### src/rtl/trs_pkg.sv
package trs_pkg;
    typedef enum logic [2:0] {
        ST_IDLE,
        ST_ARMED,
        ST_START,
        ST_WAIT_EOC,
        ST_SHIFT,
        ST_DONE
    } seq_state_t;
endpackage

### src/rtl/trs_sync.sv
module trs_sync #(
    parameter int WIDTH  = 1,
    parameter int STAGES = 2
) (
    input  logic             clk,
    input  logic             rst_n,
    input  logic [WIDTH-1:0] async_in,
    output logic [WIDTH-1:0] sync_out
);
    logic [WIDTH-1:0] stage_q [STAGES];

    generate
        for (genvar s = 0; s < STAGES; s++) begin : g_stage
            always_ff @(posedge clk or negedge rst_n) begin
                if (!rst_n) begin
                    stage_q[s] <= '0;
                end else if (s == 0) begin
                    stage_q[s] <= async_in;
                end else begin
                    stage_q[s] <= stage_q[(s == 0) ? 0 : s-1];
                end
            end
        end
    endgenerate

    assign sync_out = stage_q[STAGES-1];
endmodule

### src/rtl/trs_trig_reg.sv
module trs_trig_reg #(
    parameter int N_CH = 8
) (
    input  logic            clk,
    input  logic            rst_n,
    input  logic [N_CH-1:0] trig_sync,
    input  logic            freeze,
    output logic [N_CH-1:0] trig_mask
);
    logic [N_CH-1:0] mask_q;

    always_ff @(posedge clk or negedge rst_n) begin
        if (!rst_n) begin
            mask_q <= '0;
        end else if (!freeze) begin
            mask_q <= mask_q | trig_sync;
        end
    end

    assign trig_mask = mask_q;

    // a low request line blocks any change to the recorded triggers
    a_r3_frozen: assert property (@(posedge clk) disable iff (!rst_n)
        freeze |=> (mask_q == $past(mask_q)));
endmodule

### src/rtl/trs_serializer.sv
module trs_serializer #(
    parameter int WORD_W = 13
) (
    input  logic              clk,
    input  logic              rst_n,
    input  logic              load,
    input  logic [WORD_W-1:0] word,
    input  logic              shift_en,
    output logic              data_out,
    output logic              last_bit
);
    localparam int CNT_W = $clog2(WORD_W + 1);

    logic [WORD_W-1:0] sh_q;
    logic [CNT_W-1:0]  left_q;
    logic              data_q;

    always_ff @(posedge clk or negedge rst_n) begin
        if (!rst_n) begin
            sh_q   <= '0;
            left_q <= '0;
            data_q <= 1'b0;
        end else if (load) begin
            sh_q   <= word;
            left_q <= CNT_W'(WORD_W);
        end else if (shift_en && left_q != '0) begin
            data_q <= sh_q[WORD_W-1];
            sh_q   <= {sh_q[WORD_W-2:0], 1'b0};
            left_q <= left_q - 1'b1;
        end
    end

    assign data_out = data_q;
    assign last_bit = (left_q == CNT_W'(1));
endmodule

### src/rtl/trig_readout_seq.sv
module trig_readout_seq #(
    parameter int N_CH        = 8,
    parameter int CODE_W      = 10,
    parameter int SYNC_STAGES = 2
) (
    input  logic                      clk,
    input  logic                      rst_n,
    input  logic [N_CH-1:0]           trig_in,
    input  logic                      srq_line_n,
    output logic                      srq_pull_low,
    input  logic                      rd_clk,
    output logic                      adc_start,
    output logic [$clog2(N_CH)-1:0]   mux_sel,
    input  logic                      adc_eoc,
    input  logic [CODE_W-1:0]         adc_code,
    output logic                      data_out,
    output logic                      done
);
    import trs_pkg::*;

    localparam int CH_W   = $clog2(N_CH);
    localparam int WORD_W = CH_W + CODE_W;

    seq_state_t      state_q, state_d;
    logic [N_CH-1:0] trig_sync, trig_mask;
    logic            rd_sync, rd_prev_q, rd_rise;
    logic [N_CH-1:0] pending_q, rest_mask, cur_onehot;
    logic [CH_W-1:0] cur_ch_q;
    logic            last_bit, shift_en, load_word;

    function automatic logic [CH_W-1:0] first_set(input logic [N_CH-1:0] m);
        first_set = '0;
        for (int i = N_CH - 1; i >= 0; i--) begin
            if (m[i]) first_set = i[CH_W-1:0];
        end
    endfunction

    trs_sync #(.WIDTH(N_CH), .STAGES(SYNC_STAGES)) u_trig_sync (
        .clk(clk), .rst_n(rst_n), .async_in(trig_in), .sync_out(trig_sync)
    );

    trs_sync #(.WIDTH(1), .STAGES(SYNC_STAGES)) u_rd_sync (
        .clk(clk), .rst_n(rst_n), .async_in(rd_clk), .sync_out(rd_sync)
    );

    trs_trig_reg #(.N_CH(N_CH)) u_trig_reg (
        .clk(clk), .rst_n(rst_n), .trig_sync(trig_sync),
        .freeze(!srq_line_n), .trig_mask(trig_mask)
    );

    always_ff @(posedge clk or negedge rst_n) begin
        if (!rst_n) rd_prev_q <= 1'b0;
        else        rd_prev_q <= rd_sync;
    end

    assign rd_rise    = rd_sync && !rd_prev_q;
    assign cur_onehot = {{(N_CH-1){1'b0}}, 1'b1} << cur_ch_q;
    assign rest_mask  = pending_q & ~cur_onehot;
    assign shift_en   = (state_q == ST_SHIFT) && rd_rise;
    assign load_word  = (state_q == ST_WAIT_EOC) && adc_eoc;

    trs_serializer #(.WORD_W(WORD_W)) u_ser (
        .clk(clk), .rst_n(rst_n), .load(load_word),
        .word({cur_ch_q, adc_code}), .shift_en(shift_en),
        .data_out(data_out), .last_bit(last_bit)
    );

    // State register
    always_ff @(posedge clk or negedge rst_n) begin
        if (!rst_n) state_q <= ST_IDLE;
        else        state_q <= state_d;
    end

    // Next state
    always_comb begin
        state_d = state_q;
        unique case (state_q)
            ST_IDLE:     if (trig_mask != '0) state_d = ST_ARMED;
            ST_ARMED:    if (rd_rise) state_d = ST_START;
            ST_START:    state_d = ST_WAIT_EOC;
            ST_WAIT_EOC: if (adc_eoc) state_d = ST_SHIFT;
            ST_SHIFT:    if (rd_rise && last_bit)
                             state_d = (rest_mask == '0) ? ST_DONE : ST_START;
            ST_DONE:     state_d = ST_DONE;
            default:     state_d = ST_IDLE;
        endcase
    end

    // Channel bookkeeping for the sequence
    always_ff @(posedge clk or negedge rst_n) begin
        if (!rst_n) begin
            pending_q <= '0;
            cur_ch_q  <= '0;
        end else if (state_q == ST_ARMED && rd_rise) begin
            pending_q <= trig_mask;
            cur_ch_q  <= first_set(trig_mask);
        end else if (shift_en && last_bit) begin
            pending_q <= rest_mask;
            cur_ch_q  <= first_set(rest_mask);
        end
    end

    assign adc_start    = (state_q == ST_START);
    assign mux_sel      = cur_ch_q;
    assign done         = (state_q == ST_DONE);
    assign srq_pull_low = (trig_mask != '0);

    // a conversion is only ever started while this block requests service
    a_r1_start_with_request: assert property (@(posedge clk) disable iff (!rst_n)
        adc_start |-> srq_pull_low);

    // recorded trigger bits never clear before reset
    a_r2_sticky: assert property (@(posedge clk) disable iff (!rst_n)
        ((trig_mask & $past(trig_mask)) == $past(trig_mask)));

    // start is one cycle wide and targets a pending channel
    a_r5_start_single: assert property (@(posedge clk) disable iff (!rst_n)
        adc_start |=> !adc_start);
    a_r5_start_pending: assert property (@(posedge clk) disable iff (!rst_n)
        adc_start |-> pending_q[mux_sel]);

    // serial data changes only on a readout-clock edge
    a_r6_bit_hold: assert property (@(posedge clk) disable iff (!rst_n)
        !rd_rise |=> $stable(data_out));

    // done is final until reset and no conversion follows it
    a_r7_done_holds: assert property (@(posedge clk) disable iff (!rst_n)
        done |=> (done && !adc_start));
endmodule

### config.mk
export PLATFORM = sky130hd
export DESIGN_NAME = trig_readout_seq
export DESIGN_NICKNAME = d
export VERILOG_FILES = /design/src/rtl/trs_pkg.sv /design/src/rtl/trs_sync.sv /design/src/rtl/trs_trig_reg.sv /design/src/rtl/trs_serializer.sv /design/src/rtl/trig_readout_seq.sv
export SDC_FILE = /design/constraint.sdc
export NUM_CORES = 1
export LEC_CHECK = 0
export BUFFER_PORTS_ARGS = -buffer_cell sky130_fd_sc_hd__buf_2
export CORE_MARGIN = 4
export CORE_UTILIZATION = 62
export CTS_BUF_LIST = sky130_fd_sc_hd__clkbuf_16
export CTS_CLUSTER_SIZE = 25
export DETAILED_ROUTE_END_ITERATION = 12
export PLACE_DENSITY = 0.8
export RECOVER_POWER = 25
export SETUP_SLACK_MARGIN = 0.2
export SYNTH_ARGS = -nofsm -noshare
export SYNTH_HDL_FRONTEND = slang
export SYNTH_SLANG_ARGS = --single-unit
export TNS_END_PERCENT = 50
### constraint.sdc
create_clock -name clk -period 2.8 [get_ports clk]
set_input_delay 0.14 -clock clk [delete_from_list [all_inputs] [get_ports clk]]
set_output_delay 0.14 -clock clk [all_outputs]
set_load 0.01 [all_outputs]
==> qor.txt, run 1 <==
Clock insertion delay at the later pin of the skew report: 0.33 ns
Peak Freq: 493 MHz
Number of fill cells: 250
Max Cap Viol: 0
CTS tree: done
DRC: 0
CP Capture Type: register
Pre-CTS WS: 0.822 ns
Met3 wire len: 376 um
# clock sinks: 59
Synth cell types: 52
Gate Count Post-Synth: 249
GRT Overall Usage: 26.4%
Pwr Density: 1030 nW/um2
GPL Wtd Cong: 0.794
CP startpoint kind: register
Main synth FF type: dfrtp_1
RSZ-0062 raised after global routing: no
Wire per inst: 17.3 um
I/O Pins: 30
Combinational share of power: 24.1%
Status: complete, no violations
Site row count: 23
Clock slew seen by the registers of the worst setup and hold paths: 0.05 ns
Total core area: 4030 um2
Setup TNS: 0 ns
Worst Skew: 0.00762 ns
Critical Path RT: 2.99 ns
Initial antenna violation count: 0
Die Wd: 72.8 um
Worst relative slew slack: 12.5%
Worst-Margin Slew: 1.31 ns
Layout Nets: 317
VDD IR max: 0.755 mV
Root buffer cell: clkbuf_16
TritonRoute pass-1 iters: 4
Post-CTS setup buffer count: 0
Max Slew Vio Count: 0
Final Hold Viols: 0
Worst-path fanout max: 6
Met1 WL: 2460 um
Synth warnings: 0
H-tree Lvls: 3
Internal power: 2.21 mW
Vias/cell: 6.15
Share of post-route cells with drive strength above 1: 20.2%
Critical Path AT: 2.22 ns
Congestion Overflow GR: 0
Detail Placement HPWL: 3700 um
Flop pwr share: 40.8%
Sw power: 1.10 mW
Fin worst setup slack: 0.772 ns
Tcrit/Tclk final: 72.4%
Routed wire length: 5990 um
Die Y: 72.8 um
Syn avg cell area: 10.5 um2
Post-synthesis sequential area ratio: 56.7%
Initial DRC Count: 248
DR WL met2: 3010 um
Worst hold path type: input port to register
Crit Path Category: register to register
Max clock buf depth: 2
Initial Utilization: 64.6%
Cell area after synthesis: 2600 um2
Total CTS buffers: 9
Final ANT Viol Nets: 0
First-pass GRT wire length: 10300 um
N_diodes: 0
Post-synth EDFFs: 0
Leakage: 1.41 nW
IO Port Bufs: 29
DR vias: 2133
Largest net degree at the start of global routing: 24
Crit path time final: 2.03 ns
Final setup viols: 0
Flops & latches, synth: 59
Syn Nets: 274
Die area: 5300 um2
Top layer in use: met4
Net Sw Frac: 33.3%
Syn-to-layout area delta: 23.8%
Vias in the first global route: 2176
Post-synth ARST share: 100%
Clk pwr share: 35.1%
-- metal layers --
metal / track usage, % / up-vias
met2: 40.6 / 76
met4: 15.0 / 0
met1: 34.7 / 1051
met3: 5.92 / 14
li1: - / 992
met5: 0 / -
-- registers in the layout, indices dropped and copies added (netlist names) --
signal,cells
mux_sel,3
pending_q,8
u_trig_sync.sync_out,8
u_ser.sh_q,13
u_rd_sync.sync_out,1
state_q,3
rd_prev_q,1
u_trig_reg.trig_mask,8
u_trig_sync.stage_q,8
u_rd_sync.stage_q,1
u_ser.data_out,1
u_ser.left_q,4
-- final timing paths --
check / startpoint / to / slack, ns / depth (start not counted)
max in group asynchronous: rst_n / u_trig_reg.trig_mask[3]$_DFFE_PN0P_ / 1.23 / 3
min in group asynchronous: rst_n / state_q[0]$_DFFE_PN0P_ / 0.63 / 2
max reg2reg: u_ser.left_q[1]$_DFFE_PN0P_ / pending_q[2]$_DFFE_PN0P_ / 0.77 / 6
min reg2reg: u_trig_sync.stage_q[9]$_DFF_PN0_ / u_trig_sync.sync_out[1]$_DFF_PN0_ / 0.35 / 0
max: u_ser.left_q[1]$_DFFE_PN0P_ / pending_q[2]$_DFFE_PN0P_ / 0.77 / 6
min: adc_code[2] / u_ser.sh_q[2]$_DFFE_PN0P_ / 0.03 / 3
-- power by group through the flow --
stage | combinational [mW] | clock, mW | sequential, mW
after floorplan | 0.659 | 0 | 1.21
after global placement | 0.738 | 0 | 1.34
after detailed placement | 0.765 | 0 | 1.35
after CTS | 0.796 | 1.17 | 1.34
after global routing | 0.907 | 1.22 | 1.39
final | 0.798 | 1.16 | 1.35
-- what timing repair did --
item / 4_1_cts / 5_1_grt
setup endpoints to repair: 0 / 0
resized for setup: 0 / 0
hold endpoints to repair: 30 / 0
hold buffers: 10 / 0
-- worst max-delay path, cell delays in order (launching register included) --
cell,delay (ns)
dfrtp_1,0.40
inv_1,0.09
ha_1,0.13
or3b_4,0.38
or4_4,0.48
o311ai_1,0.31
o21ai_1,0.11
-- cell type report --
type / instances / area [um2] / area share [%]
multi-input cells: 170 / 1050 / 32.7
well taps: 50 / 62.6 / 1.94
clock inverters: 7 / 92.6 / 2.87
clock buffers: 9 / 225 / 6.99
inverters: 8 / 30.0 / 0.932
repair buffers: 44 / 282 / 8.74
flip-flops and latches: 59 / 1480 / 45.8
-- logic make-up after synthesis --
logic type	Yosys count	share of synthesized area [%]
adder cells (fa/ha/maj)	2	0.961
flip-flops	59	56.7
AO/OA/AOI/OAI	77	19.9
AND/OR/NAND/NOR	87	17.5
multiplexers	4	1.83
buffers and inverters	20	3.17
-- cell usage in the layout, fill, tap and decap left out, drive strengths merged, types with 3 or more instances in the layout --
cell type,instances
inv,8
a31oi,3
buf,33
and3,3
nor2,13
dlygate4sd3,10
mux2,3
clkbuf,10
nand2,40
nand3,3
o21ai,19
or4,3
nand2b,5
a21oi,15
a21o,9
o311ai,3
nand3b,3
o221ai,3
o22a,3
a22oi,12
nor3b,3
dfrtp,59
clkinv,3
-- metrics by stage --
stage / hold slack (ns) / std cells / total power, mW / utilization, % / instance area, um2
floorplan: -0.156 / 249 / 1.87 / - / 2600
global placement: 0.146 / 321 / 2.08 / 69.6 / 2800
detailed placement: 0.151 / 321 / 2.12 / 69.6 / 2800
CTS: 0.0215 / 347 / 3.31 / 80.0 / 3220
global route: 0.0417 / 347 / 3.52 / 79.9 / 3220
finish: 0.0319 / 347 / 3.31 / 79.9 / 3220
-- Yosys cell counts, types with 2 or more instances --
cell       n  area share, %
dfrtp_1   59             57
nand2_1   39            5.6
o21ai_0   16            3.1
a21oi_1   15            2.9
nor2_1    13            1.9
a22oi_1   12            3.5
a21o_1     9            2.6
inv_1      8            1.2
buf_2      6            1.2
clkbuf_1   5           0.72
nand2b_1   4           0.96
a31oi_1    3           0.72
and3_1     3           0.72
nand3_1    3           0.58
nand3b_1   3           0.87
nor3b_1    3           0.87
o21ai_1    3           0.58
o22a_1     3            1.0
o311ai_1   3            1.0
ha_1       2           0.96
nor3_1     2           0.38
o221ai_1   2           0.67
o31ai_1    2           0.58
or2_2      2           0.48
or4_1      2           0.58
No activity file was read; power rests on OpenSTA's default activity.
==> run 2: changes to the inputs <==
--- a/config.mk
+++ b/config.mk
@@ -7,11 +7,11 @@
 export LEC_CHECK = 0
 export BUFFER_PORTS_ARGS = -buffer_cell sky130_fd_sc_hd__buf_2
 export CORE_MARGIN = 4
-export CORE_UTILIZATION = 62
+export CORE_UTILIZATION = 57
 export CTS_BUF_LIST = sky130_fd_sc_hd__clkbuf_16
 export CTS_CLUSTER_SIZE = 25
 export DETAILED_ROUTE_END_ITERATION = 12
-export PLACE_DENSITY = 0.8
+export PLACE_DENSITY = 0.74
 export RECOVER_POWER = 25
 export SETUP_SLACK_MARGIN = 0.2
 export SYNTH_ARGS = -nofsm -noshare
==> constraint.sdc (replaced) <==
create_clock -name clk -period 2.09 [get_ports clk]
set_input_delay 0.1045 -clock clk [delete_from_list [all_inputs] [get_ports clk]]
set_output_delay 0.1045 -clock clk [all_outputs]
set_load 0.01 [all_outputs]
==> run 2 against run 1 <==
Hold slack worse by 0.026 ns. Register-to-register slack worse by 0.59 ns. Critical endpoint is now pending_q[6]$_DFFE_PN0P_. Count of clock-buffer cells in the layout did not move.
==> qor.txt, run 2 (same netlist as run 1, synthesis figures left out) <==
Status: complete, no violations
Worst hold stages: 3
Total core area: 4380 um2
Pre-CTS WS: 0.170 ns
GPL Wtd Cong: 0.907
Worst path cell trace: inv_2 > ha_1 > or3b_4 > or4_4 > o311ai_1 > o21ai_1
Final ANT Viol Nets: 0
Fin worst setup slack: 0.183 ns
N_diodes: 0
Leading cell type in the layout, fill and taps excluded: dfrtp_1
Critical Path RT: 2.28 ns
Worst hold path type: input port to register
Commonest cells after routing, fill and taps aside: dfrtp_1 (58), nand2_1 (39), buf_2 (27)
Total CTS buffers: 9
Site row count: 24
Initial DRC Count: 168
I/O Pins: 30
Die area: 5710 um2
Clock insertion delay at the later pin of the skew report: 0.32 ns
RSZ-0062 raised after global routing: yes
Clock slew seen by the registers of the worst setup and hold paths: 0.05 ns
GRT Overall Usage: 23.6%
Layout Nets: 331
Routed wire length: 5640 um
CTS tree: done
Max Slew Vio Count: 0
Congestion Overflow GR: 0
Initial antenna violation count: 0
Share of post-route cells with drive strength above 1: 22.9%
Pwr Density: 1280 nW/um2
Final Hold Viols: 0
WP buf/inv: 1
IO Port Bufs: 29
Root buffer cell: clkbuf_16
Register area: 1480 um2
Final setup viols: 0
Leakage: 1.45 nW
Syn-to-layout area delta: 26.8%
Largest net degree at the start of global routing: 60
Worst path slowest cell: or4_4
CP Depth: 6
Crit path max-delay family: simple AND/OR/NAND/NOR gates
# clock sinks: 59
Reg with most FFs: u_ser.sh_q
Max Cap Viol: 0
Worst-Margin Slew: 1.43 ns
Max incr delay on CP: 0.48 ns
H-tree Lvls: 3
Die Y: 75.6 um
Crit path time final: 1.91 ns
Vias/cell: 5.81
DR vias: 2105
Max clock buf depth: 2
Worst Skew: 0.00294 ns
Die Wd: 75.6 um
Setup TNS: 0 ns
DRC: 0
TritonRoute pass-1 iters: 4
CP Capture Type: register
Initial Utilization: 59.4%
Critical Path AT: 2.10 ns
Crit Path Category: register to register
Worst-path fanout max: 6
First-pass GRT wire length: 9900 um
Multi-input gate area: 1060 um2
Post-layout util: 75.3%
CP startpoint kind: register
Worst relative slew slack: 4.93%
Wire per inst: 15.6 um
Largest register FFs: 13
Worst-case reg-to-reg path depth: 6
Detail Placement HPWL: 3650 um
Vias in the first global route: 2150
Number of fill cells: 297
Fin area: 3300 um2
Tcrit/Tclk final: 91.2%
VDD IR max: 0.764 mV
Placed cell area: 2860 um2
Peak Freq: 524 MHz
[run 2: cell types whose count changed in the layout (fill, tap and decap cells not counted), sizes merged]
cell         previous run  this run
dlygate4sd3            10        16
bufinv                  2         0
inv                     8         9
buf                    33        39
clkbuf                 10        12
[run 2: what timing repair did]
item,in CTS,in global routing
endpoints found under the hold margin,74,0
resized for setup,1,4
hold buffers,16,0
setup buffers,0,1
setup endpoints to repair,5,15
gates cloned,0,0
[run 2: report_power, final]
group	total, mW	leakage, nW	switching, mW	internal [mW]
logic	1.20	0.647	0.633	0.572
clock network	1.30	0.128	0.507	0.794
registers	1.72	0.675	0.301	1.42
total	4.23	1.45	1.44	2.79
[run 2: worst paths after layout]
kind / startpoint / end / slack (ns)
worst max-delay path: u_ser.left_q[1]$_DFFE_PN0P_ / pending_q[6]$_DFFE_PN0P_ / 0.18
worst min-delay path: adc_code[4] / u_ser.sh_q[4]$_DFFE_PN0P_ / 0.006
max in group asynchronous: rst_n / mux_sel[0]$_DFFE_PN0P_ / 0.38
worst max register to register: u_ser.left_q[1]$_DFFE_PN0P_ / pending_q[6]$_DFFE_PN0P_ / 0.18
worst min register to register: u_rd_sync.stage_q[1]$_DFF_PN0_ / u_rd_sync.sync_out$_DFF_PN0_ / 0.35
min in group asynchronous: rst_n / u_trig_sync.stage_q[11]$_DFF_PN0_ / 0.76
[run 2: stage by stage]
step	hold WS [ns]	power, mW	instances
floorplan	-0.191	2.51	249
global placement	0.212	2.86	330
detailed placement	0.214	2.89	330
CTS	0.00235	4.22	361
global route	0.0267	4.51	362
finish	0.00564	4.23	362
[run 2: layout make-up]
class	count	area share (%)
Sequential cell	59	44.8
Multi-Input combinational cell	170	32.2
Timing Repair Buffer	58	12.1
Clock buffer	9	6.82
Tap cell	52	1.97
Clock inverter	6	1.29
Inverter	8	0.910
[run 2: tightest hold or removal path, stage by stage]
cell	delay, ns
buf_2	0.08
a22oi_1	0.06
nand2_1	0.06
[run 2: per-layer routing]
layer / up-vias / wire (um) / track usage [%]
met5: - / 0 / 0
met2: 41 / 2620 / 35.5
met1: 1035 / 2710 / 32.8
li1: 1021 / - / -
met3: 8 / 214 / 6.60
met4: 0 / 90 / 9.32
